--- src/rtl/txn_pkg.sv ---
// Package: shared opcode, mode and decode types for the transaction state table.
// Assumes: opcode values are fixed by the instruction decoder upstream.
package txn_pkg;

    typedef enum logic [1:0] {
        MODE_IDLE = 2'b00,
        MODE_ALL  = 2'b01,
        MODE_SEL  = 2'b10
    } txn_mode_e;

    typedef enum logic [2:0] {
        OP_NONE      = 3'd0,
        OP_BEGIN_ALL = 3'd1,
        OP_BEGIN_SEL = 3'd2,
        OP_COMMIT    = 3'd3,
        OP_ABORT     = 3'd4,
        OP_MEM       = 3'd5,
        OP_MEM_SPEC  = 3'd6,
        OP_MEM_NSPEC = 3'd7
    } txn_op_e;

    typedef enum logic [1:0] {
        OVR_NONE  = 2'd0,
        OVR_SPEC  = 2'd1,
        OVR_NSPEC = 2'd2
    } txn_ovr_e;

    typedef struct packed {
        logic      is_begin;
        txn_mode_e begin_mode;
        logic      is_commit;
        logic      is_abort;
        logic      is_mem;
        txn_ovr_e  ovr;
    } txn_dec_t;

endpackage

--- src/rtl/txn_op_decode.sv ---
// Module: txn_op_decode
// Turns a raw event opcode into decoded control flags.
// Assumes: ev_valid low means no event; the output is then all zero.
module txn_op_decode
    import txn_pkg::*;
(
    input  logic     ev_valid,
    input  logic [2:0] ev_op,
    output txn_dec_t dec
);

    // Purpose: combinational opcode classification.
    always_comb begin
        dec = '0;
        dec.begin_mode = MODE_IDLE;
        dec.ovr        = OVR_NONE;
        if (ev_valid) begin
            unique case (txn_op_e'(ev_op))
                OP_BEGIN_ALL: begin
                    dec.is_begin   = 1'b1;
                    dec.begin_mode = MODE_ALL;
                end
                OP_BEGIN_SEL: begin
                    dec.is_begin   = 1'b1;
                    dec.begin_mode = MODE_SEL;
                end
                OP_COMMIT:    dec.is_commit = 1'b1;
                OP_ABORT:     dec.is_abort  = 1'b1;
                OP_MEM:       dec.is_mem    = 1'b1;
                OP_MEM_SPEC: begin
                    dec.is_mem = 1'b1;
                    dec.ovr    = OVR_SPEC;
                end
                OP_MEM_NSPEC: begin
                    dec.is_mem = 1'b1;
                    dec.ovr    = OVR_NSPEC;
                end
                default: ;
            endcase
        end
    end

endmodule

--- src/rtl/txn_ctx_entry.sv ---
// Module: txn_ctx_entry
// One table entry: the mode and the sticky exception flag of a single context.
// Assumes: the hardware abort pulse is applied before the event in the same
// cycle; view_* present that post-abort state to the response logic.
module txn_ctx_entry
    import txn_pkg::*;
(
    input  logic      clk,
    input  logic      rst_n,
    input  logic      hit,
    input  txn_dec_t  dec,
    input  logic      hw_abort,
    output txn_mode_e mode_q,
    output logic      flag_q,
    output txn_mode_e view_mode,
    output logic      view_flag
);

    logic live;
    logic killed;

    assign live      = (mode_q != MODE_IDLE);
    assign killed    = hw_abort && live;
    assign view_mode = killed ? MODE_IDLE : mode_q;
    assign view_flag = killed || flag_q;

    // Purpose: update mode and flag from abort pulse and this context's event.
    always_ff @(posedge clk) begin
        if (!rst_n) begin
            mode_q <= MODE_IDLE;
            flag_q <= 1'b0;
        end else if (hit && dec.is_begin) begin
            if (view_mode == MODE_IDLE) begin
                mode_q <= dec.begin_mode;
                flag_q <= 1'b0;
            end else begin
                mode_q <= view_mode;
                flag_q <= view_flag;
            end
        end else if (hit && (dec.is_commit || dec.is_abort)) begin
            mode_q <= MODE_IDLE;
            flag_q <= view_flag;
        end else if (hit && dec.is_mem && view_flag) begin
            mode_q <= view_mode;
            flag_q <= 1'b0;
        end else begin
            mode_q <= view_mode;
            flag_q <= view_flag;
        end
    end

    AST_MODE_LEGAL: assert property (@(posedge clk) disable iff (!rst_n)
        mode_q != 2'b11);

    AST_HW_ABORT_FLAGS: assert property (@(posedge clk) disable iff (!rst_n)
        (hw_abort && live && !hit) |=> (flag_q && mode_q == MODE_IDLE));

    AST_IDLE_ABORT_IGNORED: assert property (@(posedge clk) disable iff (!rst_n)
        (hw_abort && !live && !flag_q && !hit) |=> !flag_q);

endmodule

--- src/rtl/txn_access_qual.sv ---
// Module: txn_access_qual
// Combinational response for the addressed context: access qualification,
// exception delivery, commit outcome and nested-begin detection.
// Assumes: view_mode/view_flag already include a same-cycle abort pulse.
module txn_access_qual
    import txn_pkg::*;
(
    input  txn_dec_t  dec,
    input  txn_mode_e view_mode,
    input  logic      view_flag,
    input  logic      ev_wr,
    output logic      nx_acc,
    output logic      nx_spec,
    output logic      nx_wr,
    output logic      nx_exc,
    output logic      nx_cdone,
    output logic      nx_cok,
    output logic      nx_berr
);

    logic active;
    logic spec_by_mode;

    assign active = (view_mode != MODE_IDLE);

    // Purpose: pick speculation from override first, mode default second.
    always_comb begin
        unique case (dec.ovr)
            OVR_SPEC:  spec_by_mode = 1'b1;
            OVR_NSPEC: spec_by_mode = 1'b0;
            default:   spec_by_mode = (view_mode == MODE_ALL);
        endcase
    end

    // Purpose: form all next-cycle response pulses.
    always_comb begin
        nx_acc   = dec.is_mem && !view_flag;
        nx_exc   = dec.is_mem && view_flag;
        nx_spec  = nx_acc && active && spec_by_mode;
        nx_wr    = nx_acc && ev_wr;
        nx_cdone = dec.is_commit;
        nx_cok   = dec.is_commit && active && !view_flag;
        nx_berr  = dec.is_begin && active;
    end

endmodule

--- src/rtl/txn_ctx_table.sv ---
// Module: txn_ctx_table (top)
// Per-context transaction state table: one entry per hardware context,
// an opcode decoder, a context selector and registered response pulses.
// Assumes: at most one instruction event per cycle; abort pulses may hit
// any set of contexts in the same cycle.
module txn_ctx_table
    import txn_pkg::*;
#(
    parameter int NUM_CTX = 4,
    localparam int CTX_W  = (NUM_CTX > 1) ? $clog2(NUM_CTX) : 1
) (
    input  logic                 clk,
    input  logic                 rst_n,
    input  logic                 ev_valid,
    input  logic [CTX_W-1:0]     ev_ctx,
    input  logic [2:0]           ev_op,
    input  logic                 ev_wr,
    input  logic [NUM_CTX-1:0]   hw_abort,
    output logic [CTX_W-1:0]     rsp_ctx,
    output logic                 acc_fire,
    output logic                 acc_spec,
    output logic                 acc_wr,
    output logic                 exc_raise,
    output logic                 cmt_done,
    output logic                 cmt_ok,
    output logic                 begin_err,
    output logic [2*NUM_CTX-1:0] mode_vec,
    output logic [NUM_CTX-1:0]   exc_vec
);

    localparam int SLOTS = 1 << CTX_W;

    txn_dec_t  dec;
    txn_mode_e mode_arr  [SLOTS];
    logic      flag_arr  [SLOTS];
    txn_mode_e vmode_arr [SLOTS];
    logic      vflag_arr [SLOTS];
    logic      abort_arr [SLOTS];

    txn_mode_e sel_mode;
    logic      sel_flag;
    logic nx_acc, nx_spec, nx_wr, nx_exc, nx_cdone, nx_cok, nx_berr;

    txn_op_decode u_dec (
        .ev_valid (ev_valid),
        .ev_op    (ev_op),
        .dec      (dec)
    );

    // One entry per real context; unused id slots read as idle.
    for (genvar i = 0; i < SLOTS; i++) begin : g_slot
        if (i < NUM_CTX) begin : g_real
            txn_ctx_entry u_entry (
                .clk       (clk),
                .rst_n     (rst_n),
                .hit       (ev_valid && (ev_ctx == CTX_W'(i))),
                .dec       (dec),
                .hw_abort  (hw_abort[i]),
                .mode_q    (mode_arr[i]),
                .flag_q    (flag_arr[i]),
                .view_mode (vmode_arr[i]),
                .view_flag (vflag_arr[i])
            );
            assign abort_arr[i]         = hw_abort[i];
            assign mode_vec[2*i +: 2]   = mode_arr[i];
            assign exc_vec[i]           = flag_arr[i];
        end else begin : g_pad
            assign mode_arr[i]  = MODE_IDLE;
            assign flag_arr[i]  = 1'b0;
            assign vmode_arr[i] = MODE_IDLE;
            assign vflag_arr[i] = 1'b0;
            assign abort_arr[i] = 1'b0;
        end
    end

    assign sel_mode = vmode_arr[ev_ctx];
    assign sel_flag = vflag_arr[ev_ctx];

    txn_access_qual u_qual (
        .dec       (dec),
        .view_mode (sel_mode),
        .view_flag (sel_flag),
        .ev_wr     (ev_wr),
        .nx_acc    (nx_acc),
        .nx_spec   (nx_spec),
        .nx_wr     (nx_wr),
        .nx_exc    (nx_exc),
        .nx_cdone  (nx_cdone),
        .nx_cok    (nx_cok),
        .nx_berr   (nx_berr)
    );

    // Purpose: register the response pulses and the context they refer to.
    always_ff @(posedge clk) begin
        if (!rst_n) begin
            rsp_ctx   <= '0;
            acc_fire  <= 1'b0;
            acc_spec  <= 1'b0;
            acc_wr    <= 1'b0;
            exc_raise <= 1'b0;
            cmt_done  <= 1'b0;
            cmt_ok    <= 1'b0;
            begin_err <= 1'b0;
        end else begin
            rsp_ctx   <= ev_ctx;
            acc_fire  <= nx_acc;
            acc_spec  <= nx_spec;
            acc_wr    <= nx_wr;
            exc_raise <= nx_exc;
            cmt_done  <= nx_cdone;
            cmt_ok    <= nx_cok;
            begin_err <= nx_berr;
        end
    end

    AST_EXC_BLOCKS_ACCESS: assert property (@(posedge clk) disable iff (!rst_n)
        !(exc_raise && acc_fire));

    AST_FLAGGED_COMMIT_FAILS: assert property (@(posedge clk) disable iff (!rst_n)
        (ev_valid && ev_op == 3'd3 && flag_arr[ev_ctx]) |=> (cmt_done && !cmt_ok));

    AST_IDLE_NONSPEC: assert property (@(posedge clk) disable iff (!rst_n)
        (ev_valid && ev_op >= 3'd5 && mode_arr[ev_ctx] == MODE_IDLE) |=> !acc_spec);

    AST_NESTED_BEGIN_ERR: assert property (@(posedge clk) disable iff (!rst_n)
        (ev_valid && (ev_op == 3'd1 || ev_op == 3'd2) && mode_arr[ev_ctx] != MODE_IDLE
         && !abort_arr[ev_ctx]) |=> begin_err);

endmodule

--- config.mk ---
export PLATFORM = sky130hd
export DESIGN_NAME = txn_ctx_table
export DESIGN_NICKNAME = d
export VERILOG_FILES = /design/src/rtl/txn_pkg.sv /design/src/rtl/txn_op_decode.sv /design/src/rtl/txn_ctx_entry.sv /design/src/rtl/txn_access_qual.sv /design/src/rtl/txn_ctx_table.sv
export SDC_FILE = /design/constraint.sdc
export NUM_CORES = 1
export LEC_CHECK = 0
export ABC_AREA = 0
export BUFFER_PORTS_ARGS = -buffer_cell sky130_fd_sc_hd__buf_2
export CAP_MARGIN = 20
export CORE_AREA = 10 10 61 63
export DETAILED_ROUTE_END_ITERATION = 8
export DIE_AREA = 0 0 71 73
export PLACE_DENSITY = 0.69
export SETUP_SLACK_MARGIN = 0.15
export SLEW_MARGIN = 20
export SYNTH_ARGS = -nofsm -noshare
export SYNTH_HDL_FRONTEND = slang
export SYNTH_SLANG_ARGS = --single-unit
--- constraint.sdc ---
create_clock -name clk -period 1.8 [get_ports clk]
set_clock_uncertainty 0.05 [all_clocks]
set_input_delay 0.18 -clock clk [delete_from_list [all_inputs] [get_ports clk]]
set_output_delay 0.18 -clock clk [all_outputs]
set_load 0.02 [all_outputs]
**After elaboration in Yosys (flattened, before gate mapping)**

Cells that the tools add are included.

- Word-level logic and storage cells: 125
- Input port bits: 13
- Output and inout port bits: 21
- Bits in registers: 21

- Multiplexer cells: 45
- Magnitude comparators: 1
- Equality and inequality tests: 13
- Reductions and logical operators: 49
- Bitwise operators: 1

Operators by type and width:

| operator | count |
|---|---|
| $mux W2 | 18 |
| $logic_and A1 B1 Y1 | 32 |
| $mux W1 | 21 |
| $eq A3 B3 Y1 const B | 4 |
| $logic_not A2 Y1 | 5 |
| $reduce_bool A2 Y1 | 5 |
| $mux W8 | 1 |
| $eq A2 B1 Y1 const B | 3 |
| $eq A2 B2 Y1 const B | 3 |
| $eq A3 B2 Y1 const B | 2 |
| $pmux W3 S2 | 1 |
| $logic_or A1 B1 Y1 | 5 |
| $bmux W2 S2 | 1 |
| $pmux W2 S2 | 1 |
| $eq A3 B1 Y1 const B | 1 |
| $ge A3 B3 Y1 const B | 1 |
| $not A2 Y3 | 1 |
| $reduce_or A3 Y1 | 1 |
| $bmux W1 S2 | 1 |
| $pmux W1 S2 | 1 |
| $logic_not A1 Y1 | 1 |

**Longest topological paths before layout**

Gate-level depths: netlist of run 1.

- Depth after elaboration: 10
- Gate-level depth with buffers: 6
- Gate-level depth less buffers: 6

**Hierarchy**

A second synthesis of run 1 with hierarchy kept.

- Cell total of the unflattened synthesis: 128
- Area total of the unflattened synthesis: 1209.9 um^2

By module, submodules not included:

| module | times used | cells each | seq. area each (um^2) | area an instance (um^2) |
|---|---|---|---|---|
| txn_ctx_entry | 4 | 19 | 60.1 | 173.9 |
| txn_ctx_table | 1 | 26 | 180.2 | 351.6 |
| txn_access_qual | 1 | 12 | 0.0 | 93.8 |
| txn_op_decode | 1 | 14 | 0.0 | 68.8 |

**Least setup slack after synthesis of run 1**

Ideal clock, no wire load.

- Kind: register to register
- From: register g_slot[3].g_real.u_entry.mode_q[1]
- To: register acc_spec
- Buffers on the path: 0
- Period minus slack after synthesis: 1602 ps
- Library setup time: 87 ps
- Cell stages (with the launch flop): 5
- Path slack: 198 ps
- Data required time: 1663 ps
- Arrival: 1465 ps
- Cells stage by stage: dfxtp_1 > and2b_1 > mux4_2 > mux2_4 > nor4b_4

- Word-level cells in the longest chain between the ends: 10
- Elaborated cells between the ends (all ways): 17
- Those cells by class: eq/ne: 1; mux: 8; reduce/logical: 8

Ends and longest elaborated chain:

| item | RTL line | RTL |
|---|---|---|
| start: declaration | txn_ctx_entry.sv:13 | `output txn_mode_e mode_q,` |
| start signal: assignment | txn_ctx_entry.sv:34 | `mode_q <= dec.begin_mode;` |
| start signal: assignment | txn_ctx_entry.sv:37 | `mode_q <= view_mode;` |
| start signal: assignment | txn_ctx_entry.sv:44 | `mode_q <= view_mode;` |
| parallel branches: the longest is 9 deep, another holds $reduce_bool A2 Y1 | - |  |
| $logic_and A1 B1 Y1 * | txn_access_qual.sv:39 | `nx_spec = nx_acc && active && spec_by_mode;` |
| end signal: assignment | txn_ctx_table.sv:107 | `acc_spec <= nx_spec;` |
| end: declaration | txn_ctx_table.sv:21 | `output logic acc_spec,` |

Every way passes the cells marked *. The select of a mux whose other input is x is not followed.
A chain may end at the register's enable or synchronous reset.

**Final worst setup path of run 1**

- From: register g_slot[1].g_real.u_entry.mode_q[1]
- To: register acc_spec

- Word-level cells in the longest chain between the ends: 10
- Elaborated cells between the ends (all ways): 17
- Those cells by class: eq/ne: 1; mux: 8; reduce/logical: 8

Ends and longest elaborated chain:

| item | RTL line |
|---|---|
| start: declaration | txn_ctx_entry.sv:13 |
| start signal: assignment | txn_ctx_entry.sv:34 |
| start signal: assignment | txn_ctx_entry.sv:37 |
| start signal: assignment | txn_ctx_entry.sv:44 |
| parallel branches: the longest is 9 deep, another holds $reduce_bool A2 Y1 | - |
| $logic_and A1 B1 Y1 * | txn_access_qual.sv:39 |

Marked as above.

==> results of run 1 <==
[cell families (layout without fill, tap and decap cells)]
kind of cell | count (synthesis) | in the layout
AND/OR/NAND/NOR | 40 | 40
AO/OA/AOI/OAI | 26 | 26
buffers and inverters | 24 | 54
flip-flops | 21 | 21
multiplexers | 4 | 4
adder cells (fa/ha/maj) | 1 | 1
XOR/XNOR | 1 | 1
[state kept, by name, summed over array words and instances (netlist names)]
name / flops
exc_raise: 1
cmt_done: 1
acc_wr: 1
cmt_ok: 1
g_slot.g_real.u_entry.mode_q: 8
rsp_ctx: 2
acc_spec: 1
g_slot.g_real.u_entry.flag_q: 4
acc_fire: 1
begin_err: 1
[worst max-delay path by stage]
| stage | from | endpoint | slack, ns |
|---|---|---|---|
| after floorplan | g_slot[3].g_real.u_entry.mode_q[1]$_SDFF_PN0_ | acc_spec$_SDFF_PN0_ | 0.20 |
| after global placement | ev_op[1] | g_slot[2].g_real.u_entry.mode_q[1]$_SDFF_PN0_ | 0.24 |
| after detailed placement | ev_ctx[1] | acc_spec$_SDFF_PN0_ | 0.20 |
| after CTS | g_slot[3].g_real.u_entry.mode_q[1]$_SDFF_PN0_ | acc_spec$_SDFF_PN0_ | 0.19 |
| after global routing | g_slot[1].g_real.u_entry.mode_q[1]$_SDFF_PN0_ | acc_spec$_SDFF_PN0_ | 0.15 |
| final | g_slot[1].g_real.u_entry.mode_q[1]$_SDFF_PN0_ | acc_spec$_SDFF_PN0_ | 0.21 |
[cell type report]
type,count,share of cell area [%]
multi-input combinational,72,43.1
sequential,21,33.0
tap,31,3.03
clock buffer,4,2.05
timing repair buffer,35,14.1
inverter,15,4.79
[worst reg2reg max path, stage by stage, from the launching register on]
cell	delay, ns
dfxtp_1	0.35
and2b_1	0.16
mux4_2	0.47
mux2_4	0.29
nor4b_4	0.20
[cell usage in the layout (no fill, tap or decap), types with 4 or more instances in the layout]
cell type	netlist	routed
nor2_1	10	10
o22ai_1	8	8
dfxtp_1	21	19
and3_1	4	4
inv_1	13	13
o21ba_2	4	4
o311ai_0	4	4
nor2b_1	6	6
nor3b_1	4	4
and2b_1	4	4
buf_2	3	33
[power groups by stage]
stage	registers, W	logic, W	clock network (W)
finish	0.000470	0.0000947	0.000225
global route	0.000471	0.000104	0.000263
CTS	0.000470	0.0000947	0.000237
detailed placement	0.000481	0.0000945	0
global placement	0.000481	0.0000922	0
floorplan	0.000487	0.0000558	0
[through the flow]
step | instance area (sq um) | hold WS, ns | instances | setup slack (ns) | power [W]
global route | 1280 | 0.0728 | 178 | 0.153 | 0.000838
floorplan | 1090 | 0.301 | 117 | 0.198 | 0.000542
finish | 1280 | 0.0725 | 178 | 0.213 | 0.000790
CTS | 1280 | 0.0636 | 178 | 0.185 | 0.000802
detailed placement | 1250 | 0.389 | 174 | 0.202 | 0.000575
global placement | 1250 | 0.386 | 174 | 0.244 | 0.000573
[metal layers]
metal	GRT usage, %	up-vias
li1	-	472
met1	11.9	455
met2	18.5	25
met3	5.03	2
met4	3.23	0
met5	0	-
==> results by group, run 1 <==
Critical path
  – CP arrival: ~1.8 ns
  – Internal reg-to-reg setup slack: 0.21 ns
  – Req. time, crit path: 1.97 ns
  – Crit Reg-Reg Startpoint: g_slot[1].g_real.u_entry.mode_q[1]$_SDFF_PN0_
  – Startpoint types: register
  – Critical R2R Capture: acc_spec$_SDFF_PN0_
  – Worst path slowest cell: mux4_2
  – Worst path buffer plus inverter count: 0
  – Top delay family on crit path: multiplexers
  – CP Cell Sequence: and2b_1, mux4_2, mux2_4, nor4b_4
  – Worst reg-to-reg path cell count: 4
  – Max incr delay on CP: 0.47 ns
  – Stages on worst setup path: 4
  – Setup Crit Path Kind: reg -> reg
  – CP Max Fanout: 4
  – Crit path capture type: register

Clock network
  – CTS tree: yes
  – Post-CTS Resized: 0
  – Total CTS buffers: 3
  – CTS max path bufs: 2
  – Root Buffer: clkbuf_4
  – H-tree depth: 1
  – Reg clk slew, reported paths: roughly 0.11 ns
  – Hold buffers post-CTS: 0
  – Clock latency on the worst-skew pair: ~0.30 ns
  – Post CTS Setup Buffer Count: 0
  – Clk sink count: 21

Detailed routing
  – First-pass iteration count of the detailed router: 4
  – M1 WL: ~1200 um
  – Metal2 WL: about 1300 um
  – Detailed-route via count: approximately 950
  – Drt initial violations: 44
  – Drt total wl: 2700 um
  – DRC violations left: 0
  – Drt wl/cell: approximately 15 um
  – Met3 wire length: between 150 and 200 um
  – DR top layer: met4
  – DR vias/cell: between 5 and 6
  – Detail Route Antenna Nets: 0

Floorplan
  – DIE HEIGHT: roughly 73 um
  – Die area: slightly above 0.005 sq mm
  – Core Box Area: 0.00262 sq mm
  – Ports: 34
  – Standard-cell rows: 19
  – Initial Util: a little over two fifths
  – Chip Width: just over 70 um

Timing
  – Tightest Pin Transition: ~0.51 ns
  – Final Cycle Share: about nine tenths
  – Setup tns final: 0 ns
  – RSZ-0062 raised after global routing: false
  – F_max: 0.630 GHz
  – Min cycle time layout: roughly 1.6 ns
  – Final setup fails: 0
  – Final hold violation count: 0
  – Fin. max-slew vios: 0
  – Slew HR: between 60% and 70%

Finish
  – Filler cells: roughly 280
  – Multi-input gate area: ~550 sq um
  – Core Util, Final: slightly below 50%
  – Layout area overhead: 17.2%
  – Ratio of cells with drive above 1 in the final layout: about a third
  – FF+latch area: 423 sq um
  – Layout net count: between 150 and 200
  – Antenna Cells: 0

Power
  – Internal: about 0.00059 W
  – Comb power frac: between 10% and 20%
  – Power density cells: 617 mW/mm^2
  – Clock share of power: about 28%
  – Sequential fraction of design power: between 50% and 60%
  – NetSw: about 0.00020 W
  – Peak supply drop: between 0.0003 and 0.0004 V
  – Sw Ratio: between 20 and 30%
  – Leakage: 0.575 nW

Synthesis
  – Syn Area/Cell: approximately 9.3 sq um
  – Syn. warnings: 0
  – Simple-Gate Fraction of Synth Area: 23.3%
  – Synth Area in Adders: roughly 1.1%
  – Cell count after synthesis: ~120
  – Post-synth EDFFs: 0
  – Share of the synthesized area in the top cell type: slightly below 40%
  – Syn_nets: approximately 130
  – Synth cell count leaders: dfxtp_1 (21), inv_1 (13), nor2_1 (10), o22ai_1 (8), nor2b_1 (6)
  – Post-synth ARST share: 0%
  – Multiplexer share of the synthesized area: 7.55%
  – Cell Area, Synth: 0.00109 sq mm
  – Post-synthesis sequential area ratio: 38.4%
  – Top-count cell post-synth: dfxtp_1
  – Post-synthesis register bit count: 21
  – XOR/XNOR Fraction of Synth Area: less than 1%
  – Main synth FF type: dfxtp_1
  – Largest family of logic cells by synthesized area: simple AND/OR/NAND/NOR gates
  – Largest cells by area after synthesis: dfxtp_1 (38%), mux4_2 (6.2%), o22ai_1 (4.6%)
  – Synth area leader: dfxtp_1
  – Synth cell types: 32
  – Synth Area in Compound Gates: between 10% and 20%

Worst hold path
  – Min-delay worst type: in -> reg
  – Hold Startpoint: ev_wr
  – Hold path endpoint: acc_wr$_SDFF_PN0_
  – Hold depth: 2

Job
  – Total of max-cap violations: 0

Place
  – Detailed Place HPWL: ~2200 um
  – Routability Congestion: between 0.8 and 0.9
  – Port Buffers: 33

GRT
  – Vias in the first global route: a little over 1000
  – Largest net degree at the start of global routing: 14
  – GRT Total Usage: about 11%
  – First-pass GRT wire length: approximately 4700 um
  – Initial antenna violation count: 0
  – GRT overflow: 0

Status
  – Status: finished clean
Note: power is estimated with default switching activity, not from simulation.
==> run 2: changes to the inputs <==
==> constraint.sdc (replaced) <==
create_clock -name clk -period 1.7 [get_ports clk]
set_clock_uncertainty 0.05 [all_clocks]
set_input_delay 0.17 -clock clk [delete_from_list [all_inputs] [get_ports clk]]
set_output_delay 0.17 -clock clk [all_outputs]
set_load 0.02 [all_outputs]
==> run 2 against run 1 <==
Net effect: critical endpoint unchanged; clock-buffer cell count down 1; clock power is 11% higher; critical path depth unchanged; routed wire length is 3.1% higher; global-route usage down 0.32 points; sequential cell count unchanged; via count is 3.5% higher; largest power group unchanged; cell count rose by 2.2%; maximum frequency up 1.2%; highest routed layer unchanged; register-to-register slack got worse by 0.08 ns; largest cell class unchanged; critical path type unchanged.
==> results by group, run 2 (same netlist as run 1, synthesis figures left out) <==
Clock network
  – CTS max path bufs: 2 (unchanged)
  – Post-CTS Resized: 0 (unchanged)
  – CTS tree: yes
  – Hold buffers post-CTS: 0 (unchanged)
  – Root Buffer: clkbuf_4
  – Clk sink count: 21 (unchanged)
  – Total CTS buffers: 3 (unchanged)
  – Reg clk slew, reported paths: 0.12 ns (about the same)
  – H-tree depth: 1 (unchanged)
  – Clock latency on the worst-skew pair: 0.31 ns (about the same)

Critical path
  – CP arrival: 1.76 ns (about the same)
  – Req. time, crit path: 1.89 ns (-0.08 ns)
  – CP Max Fanout: 3 (-1)
  – Crit path capture type: register
  – Startpoint types: register
  – Setup Crit Path Kind: reg -> reg
  – Worst path slowest cell: mux4_2
  – Crit Reg-Reg Startpoint: g_slot[3].g_real.u_entry.mode_q[1]$_SDFF_PN0_
  – Critical path launch point: g_slot[3].g_real.u_entry.mode_q[1]$_SDFF_PN0_
  – Max incr delay on CP: 0.47 ns (about the same)
  – CP Cell Sequence: and2b_1, mux4_2, mux2_4, nor4b_4

Floorplan
  – DIE HEIGHT: 73 um (unchanged)
  – Chip Width: 71 um (unchanged)
  – Core Box Area: 0.00262 sq mm (unchanged)
  – Ports: 34 (unchanged)
  – Die area: 0.00518 sq mm (unchanged)
  – Initial Util: 41.8% (unchanged)
  – Standard-cell rows: 19 (unchanged)

Timing
  – Slew HR: 61.9% (-3.9 points)
  – Final hold violation count: 0 (unchanged)
  – Fin. max-slew vios: 0 (unchanged)
  – Tightest Pin Transition: 0.564 ns (+0.0579 ns)
  – F_max: 0.638 GHz (+1.2%)
  – RSZ-0062 raised after global routing: true
  – Setup tns final: 0 ns (unchanged)
  – Final Cycle Share: 92.2% (+4.1 points)
  – Final setup fails: 0 (unchanged)
  – Min cycle time layout: 1.57 ns (-0.0190 ns)

Place
  – Routability Congestion: 0.878 (+0.42%)
  – Detailed Place HPWL: 2220 um (+2.8%)
  – Cells after DPL: 175 (+0.57%)
  – Port Buffers: 33 (unchanged)
  – Cell Area, Placed: 0.00127 sq mm (+1.4%)

Detailed routing
  – DR vias/cell: 5.42 (+1.2%)
  – Detailed-route via count: 987 (+3.5%)
  – First-pass iteration count of the detailed router: 4 (unchanged)
  – DRC violations left: 0 (unchanged)
  – Detail Route Antenna Nets: 0 (unchanged)
  – Drt total wl: 2790 um (+3.1%)
  – Drt initial violations: 50 (+14%)
  – Drt wl/cell: 15.3 um (+0.88%)

Finish
  – Multi-input gate area: 552 sq um (unchanged)
  – Antenna Cells: 0 (unchanged)
  – Layout net count: 166 (+2.5%)
  – Final Cell Area: 0.00132 sq mm (+3.0%)
  – Reg with most FFs: g_slot.g_real.u_entry.mode_q
  – Most frequent cells in the layout: buf_2 (33), inv_1 (13), dfxtp_1 (13), nor2_1 (10)
  – Commonest non-fill, non-tap cell in the layout: buf_2
  – Filler cells: 269 (-4.3%)
  – Cell Count, Final, Fillers Out: 182 (+2.2%)
  – Layout area overhead: 20.7%
  – FF+latch area: 430 sq um (+1.8%)
  – Largest registers: g_slot.g_real.u_entry.mode_q (8), g_slot.g_real.u_entry.flag_q (4), rsp_ctx (2)
  – Max reg flops: 8 (unchanged)
  – Ratio of cells with drive above 1 in the final layout: 41.1% (+6.4 points)

GRT
  – Largest net degree at the start of global routing: 14 (unchanged)
  – First-pass GRT wire length: 4590 um (-1.6%)
  – Initial antenna violation count: 0 (unchanged)
  – GRT Total Usage: 10.6% (-0.32 points)
  – Vias in the first global route: 1021 (-0.68%)
  – GRT overflow: 0 (unchanged)

Worst hold path
  – Min-delay worst type: in -> reg
  – Hold Startpoint: ev_wr

Job
  – Total of max-cap violations: 0 (unchanged)

Power
  – Leakage: 0.602 nW (+4.7%)
  – Power density cells: 644 mW/mm^2 (+4.5%)
  – Peak supply drop: 0.000366 V (-2.8%)

Status
  – Status: finished clean
==> run 2: timing repair <==
| action | in CTS | in global routing |
|---|---|---|
| setup endpoints to repair | 1 | 2 |
| pin swaps | 0 | 1 |
| setup buffers | 1 | 2 |
==> run 2: through the flow <==
stage          power [W]  setup slack, ns  hold WS [ns]  utilization (%)
2_1_floorplan   0.000574            0.144         0.291                -
3_3_place_gp    0.000609            0.159         0.375             48.6
3_5_place_dp    0.000611            0.138         0.384             48.6
4_1_cts         0.000851            0.121        0.0588             49.9
5_1_grt         0.000883           0.0833        0.0757             50.5
6_report        0.000850            0.132        0.0778             50.5
==> run 2: final timing paths <==
check,end,slack [ns],cells after the start
max,acc_spec$_SDFF_PN0_,0.13,4
min,acc_wr$_SDFF_PN0_,0.08,2
max reg2reg,acc_spec$_SDFF_PN0_,0.13,4
min reg2reg,g_slot[2].g_real.u_entry.mode_q[1]$_SDFF_PN0_,0.42,2
==> run 2: worst max-delay path: cells and delay by family (launching register included) <==
family / cells / cell delay [ns]
DFF: 1 / 0.35
muxes: 2 / 0.76
and+or+nand+nor: 2 / 0.34
==> run 2: where the power goes <==
group / switching, W / internal (W) / total, W
clock: 0.000161 / 0.0000879 / 0.000249
combinational: 0.0000629 / 0.0000403 / 0.000103
sequential: 0.00000126 / 0.000497 / 0.000498
total: 0.000225 / 0.000625 / 0.000850
==> run 2: per-layer routing <==
| layer | GRT usage [%] | vias up | wire length (um) |
|---|---|---|---|
| li1 | - | 479 | - |
| met1 | 11.5 | 476 | 1210 |
| met2 | 18.7 | 28 | 1360 |
| met3 | 4.22 | 4 | 196 |
| met4 | 2.80 | 0 | 21 |
| met5 | 0 | - | 0 |
==> run 2: layout make-up <==
class | instances | share of cell area (%)
Clock buffer | 3 | 1.71
Timing Repair Buffer | 39 | 15.9
Sequential cell | 21 | 32.6
Multi-Input combinational cell | 72 | 41.8
Inverter | 15 | 4.64
Clock inverter | 1 | 0.379
Tap cell | 31 | 2.94
==> run 3: changes to the inputs <==
--- a/config.mk
+++ b/config.mk
@@ -8,10 +8,12 @@
 export ABC_AREA = 0
 export BUFFER_PORTS_ARGS = -buffer_cell sky130_fd_sc_hd__buf_2
 export CAP_MARGIN = 20
-export CORE_AREA = 10 10 61 63
+export CELL_PAD_IN_SITES_DETAIL_PLACEMENT = 0
+export CELL_PAD_IN_SITES_GLOBAL_PLACEMENT = 1
+export CORE_AREA = 10 10 66 68
 export DETAILED_ROUTE_END_ITERATION = 8
-export DIE_AREA = 0 0 71 73
-export PLACE_DENSITY = 0.69
+export DIE_AREA = 0 0 76 78
+export PLACE_DENSITY_LB_ADDON = 0.1
 export SETUP_SLACK_MARGIN = 0.15
 export SLEW_MARGIN = 20
 export SYNTH_ARGS = -nofsm -noshare
==> run 3 against run 2 <==
Net effect: core utilization down 8.1 points; clock power up 2%; critical path type unchanged; first-iteration DRC count down 6.0%; cell count up 8.8%; power up 0.80%; die area up 14%; critical path depth unchanged; register-to-register slack about the same; non-clock buffer count up 1; sequential share of layout area down 0.64 points; critical endpoint unchanged; via count down 4.2%; maximum frequency down 0.62%.
==> results by group, run 3 (same netlist as run 1, synthesis figures left out) <==
Critical path
  – Crit Reg-Reg Startpoint: g_slot[3].g_real.u_entry.mode_q[1]$_SDFF_PN0_
  – Startpoint types: register
  – Max incr delay on CP: 0.47 ns (about the same)
  – Top delay family on crit path: multiplexers
  – CP arrival: 1.77 ns (about the same)
  – Crit path capture type: register
  – Worst path slowest cell: mux4_2
  – Req. time, crit path: 1.89 ns (about the same)
  – Worst path buffer plus inverter count: 0 (unchanged)
  – Worst reg-to-reg path cell count: 4 (unchanged)
  – Critical R2R Capture: acc_spec$_SDFF_PN0_
  – CP Cell Sequence: and2b_1, mux4_2, mux2_4, nor4b_4
  – Critical path launch point: g_slot[3].g_real.u_entry.mode_q[1]$_SDFF_PN0_
  – Internal reg-to-reg setup slack: 0.12 ns (about the same)
  – CP Max Fanout: 3 (unchanged)
  – Setup Crit Path Kind: reg -> reg

Worst hold path
  – Hold path endpoint: acc_wr$_SDFF_PN0_
  – Min-delay worst type: in -> reg
  – Hold Startpoint: ev_wr
  – Hold depth: 2 (unchanged)

Detailed routing
  – Detailed-route via count: 946 (-4.2%)
  – Detail Route Antenna Nets: 0 (unchanged)
  – Drt total wl: 2970 um (+6.6%)
  – DR vias/cell: 4.78 (-12%)
  – Drt wl/cell: 15.0 um (-2.0%)
  – Drt initial violations: 47 (-6.0%)
  – First-pass iteration count of the detailed router: 4 (unchanged)
  – DRC violations left: 0 (unchanged)

Power
  – Power density cells: 637 mW/mm^2 (-1.2%)
  – Peak supply drop: 0.000330 V (-9.7%)
  – Leakage: 0.607 nW (+0.74%)

GRT
  – Initial antenna violation count: 0 (unchanged)
  – Vias in the first global route: 979 (-4.1%)
  – GRT Total Usage: 10.1% (-0.52 points)
  – Largest net degree at the start of global routing: 14 (unchanged)
  – First-pass GRT wire length: 4910 um (+7.1%)
  – GRT overflow: 0 (unchanged)

Status
  – Status: finished clean

Finish
  – Max reg flops: 8 (unchanged)
  – FF+latch area: 430 sq um (unchanged)
  – Layout area overhead: 23.1%
  – Most frequent cells in the layout: buf_2 (33), inv_1 (13), dfxtp_1 (13), nor2_1 (10)
  – Reg with most FFs: g_slot.g_real.u_entry.mode_q
  – Cell Count, Final, Fillers Out: 198 (+8.8%)
  – Multi-input gate area: 552 sq um (unchanged)
  – Antenna Cells: 0 (unchanged)
  – Layout net count: 167 (+0.60%)
  – Ratio of cells with drive above 1 in the final layout: 41.4% (+0.39 points)
  – Commonest non-fill, non-tap cell in the layout: buf_2
  – Filler cells: 335 (+25%)
  – Largest registers: g_slot.g_real.u_entry.mode_q (8), g_slot.g_real.u_entry.flag_q (4), rsp_ctx (2)

Timing
  – Slew HR: 65.1% (+3.2 points)
  – Tightest Pin Transition: 0.518 ns (-0.0460 ns)
  – WHS: 0.0636 ns (-0.0141 ns)
  – Final WS setup: 0.122 ns (-0.00973 ns)
  – Setup tns final: 0 ns (unchanged)
  – Min cycle time layout: 1.58 ns (+0.00973 ns)
  – Fin. max-slew vios: 0 (unchanged)
  – F_max: 0.634 GHz (-0.62%)
  – RSZ-0062 raised after global routing: true
  – Final setup fails: 0 (unchanged)
  – Final Cycle Share: 92.8% (+0.57 points)
  – Final hold violation count: 0 (unchanged)

Clock network
  – H-tree depth: 1 (unchanged)
  – Clock latency on the worst-skew pair: 0.31 ns (about the same)
  – CTS max path bufs: 2 (unchanged)
  – Reg clk slew, reported paths: 0.13 ns (about the same)
  – Clk sink count: 21 (unchanged)
  – Root Buffer: clkbuf_4
  – Total CTS buffers: 3 (unchanged)
  – CTS tree: yes

Floorplan
  – Core Box Area: 0.00318 sq mm (+22%)
  – Initial Util: 34.4% (-7.4 points)
  – Ports: 34 (unchanged)
  – Standard-cell rows: 21 (+2)
  – DIE HEIGHT: 78 um (+6.8%)
  – Die area: 0.00593 sq mm (+14%)
  – Chip Width: 76 um (+7.0%)

Job
  – Total of max-cap violations: 0 (unchanged)

Place
  – Routability Congestion: 0.777 (-12%)
  – Detailed Place HPWL: 2290 um (+3.1%)
  – Port Buffers: 33 (unchanged)
  – Dpl ws: 0.130 ns (-0.00797 ns)
  – Cells after DPL: 191 (+9.1%)
## run 3: cell count changes in the layout (fill, tap and decap cells not counted), sizes merged
cell  previous run  this run
buf             39        40
## run 3: power breakdown
group	total, W	switching, W	internal (W)
Combinational	0.000106	0.0000643	0.0000418
Sequential	0.000498	0.00000105	0.000497
Clock	0.000253	0.000165	0.0000879
## run 3: stage by stage
step                      power, W  utilization [%]  instance area, sq um
after floorplan           0.000574                -                  1100
after global placement    0.000614             40.8                  1300
after detailed placement  0.000615             40.8                  1300
after CTS                 0.000874             42.1                  1340
after global routing      0.000906             42.3                  1350
final                     0.000857             42.3                  1350
## run 3: layout make-up
cell class / count / area share [%]
Multi-Input combinational cell: 72 / 41.0
Sequential cell: 21 / 32.0
Timing Repair Buffer: 40 / 16.2
Inverter: 15 / 4.55
Tap cell: 46 / 4.28
Clock buffer: 3 / 1.67
Clock inverter: 1 / 0.372
## run 3: how the worst max path moves through the flow
stage / slack, ns / cells past startpoint / endpoint
floorplan: 0.14 / 4 / acc_spec$_SDFF_PN0_
global placement: 0.14 / 6 / g_slot[2].g_real.u_entry.mode_q[0]$_SDFF_PN0_
detailed placement: 0.13 / 6 / g_slot[2].g_real.u_entry.mode_q[0]$_SDFF_PN0_
CTS: 0.11 / 4 / acc_spec$_SDFF_PN0_
global route: 0.06 / 4 / acc_spec$_SDFF_PN0_
finish: 0.12 / 4 / acc_spec$_SDFF_PN0_
## run 3: worst register-to-register path, delay by kind of cell (launching register included)
family	cells	cell delay (ns)
DFF	1	0.35
muxes	2	0.76
and+or+nand+nor	2	0.35
## run 3: metal layers
layer	share of wire, %	routed length [um]	track usage [%]	vias up
met3	5.6	166	3.11	2
li1	-	-	-	481
met2	47	1400	16.1	27
met1	47	1390	12.7	436
met4	0.54	16	2.84	0
met5	0	0	0	-
## run 3: what timing repair did
| action | 4_1_cts | 5_1_grt |
|---|---|---|
| pin swaps | 0 | 1 |
| buffers inserted | 2 | 1 |
| setup endpoints to repair | 1 | 2 |
| gates resized for setup | 0 | 0 |
| hold buffers | 0 | 0 |
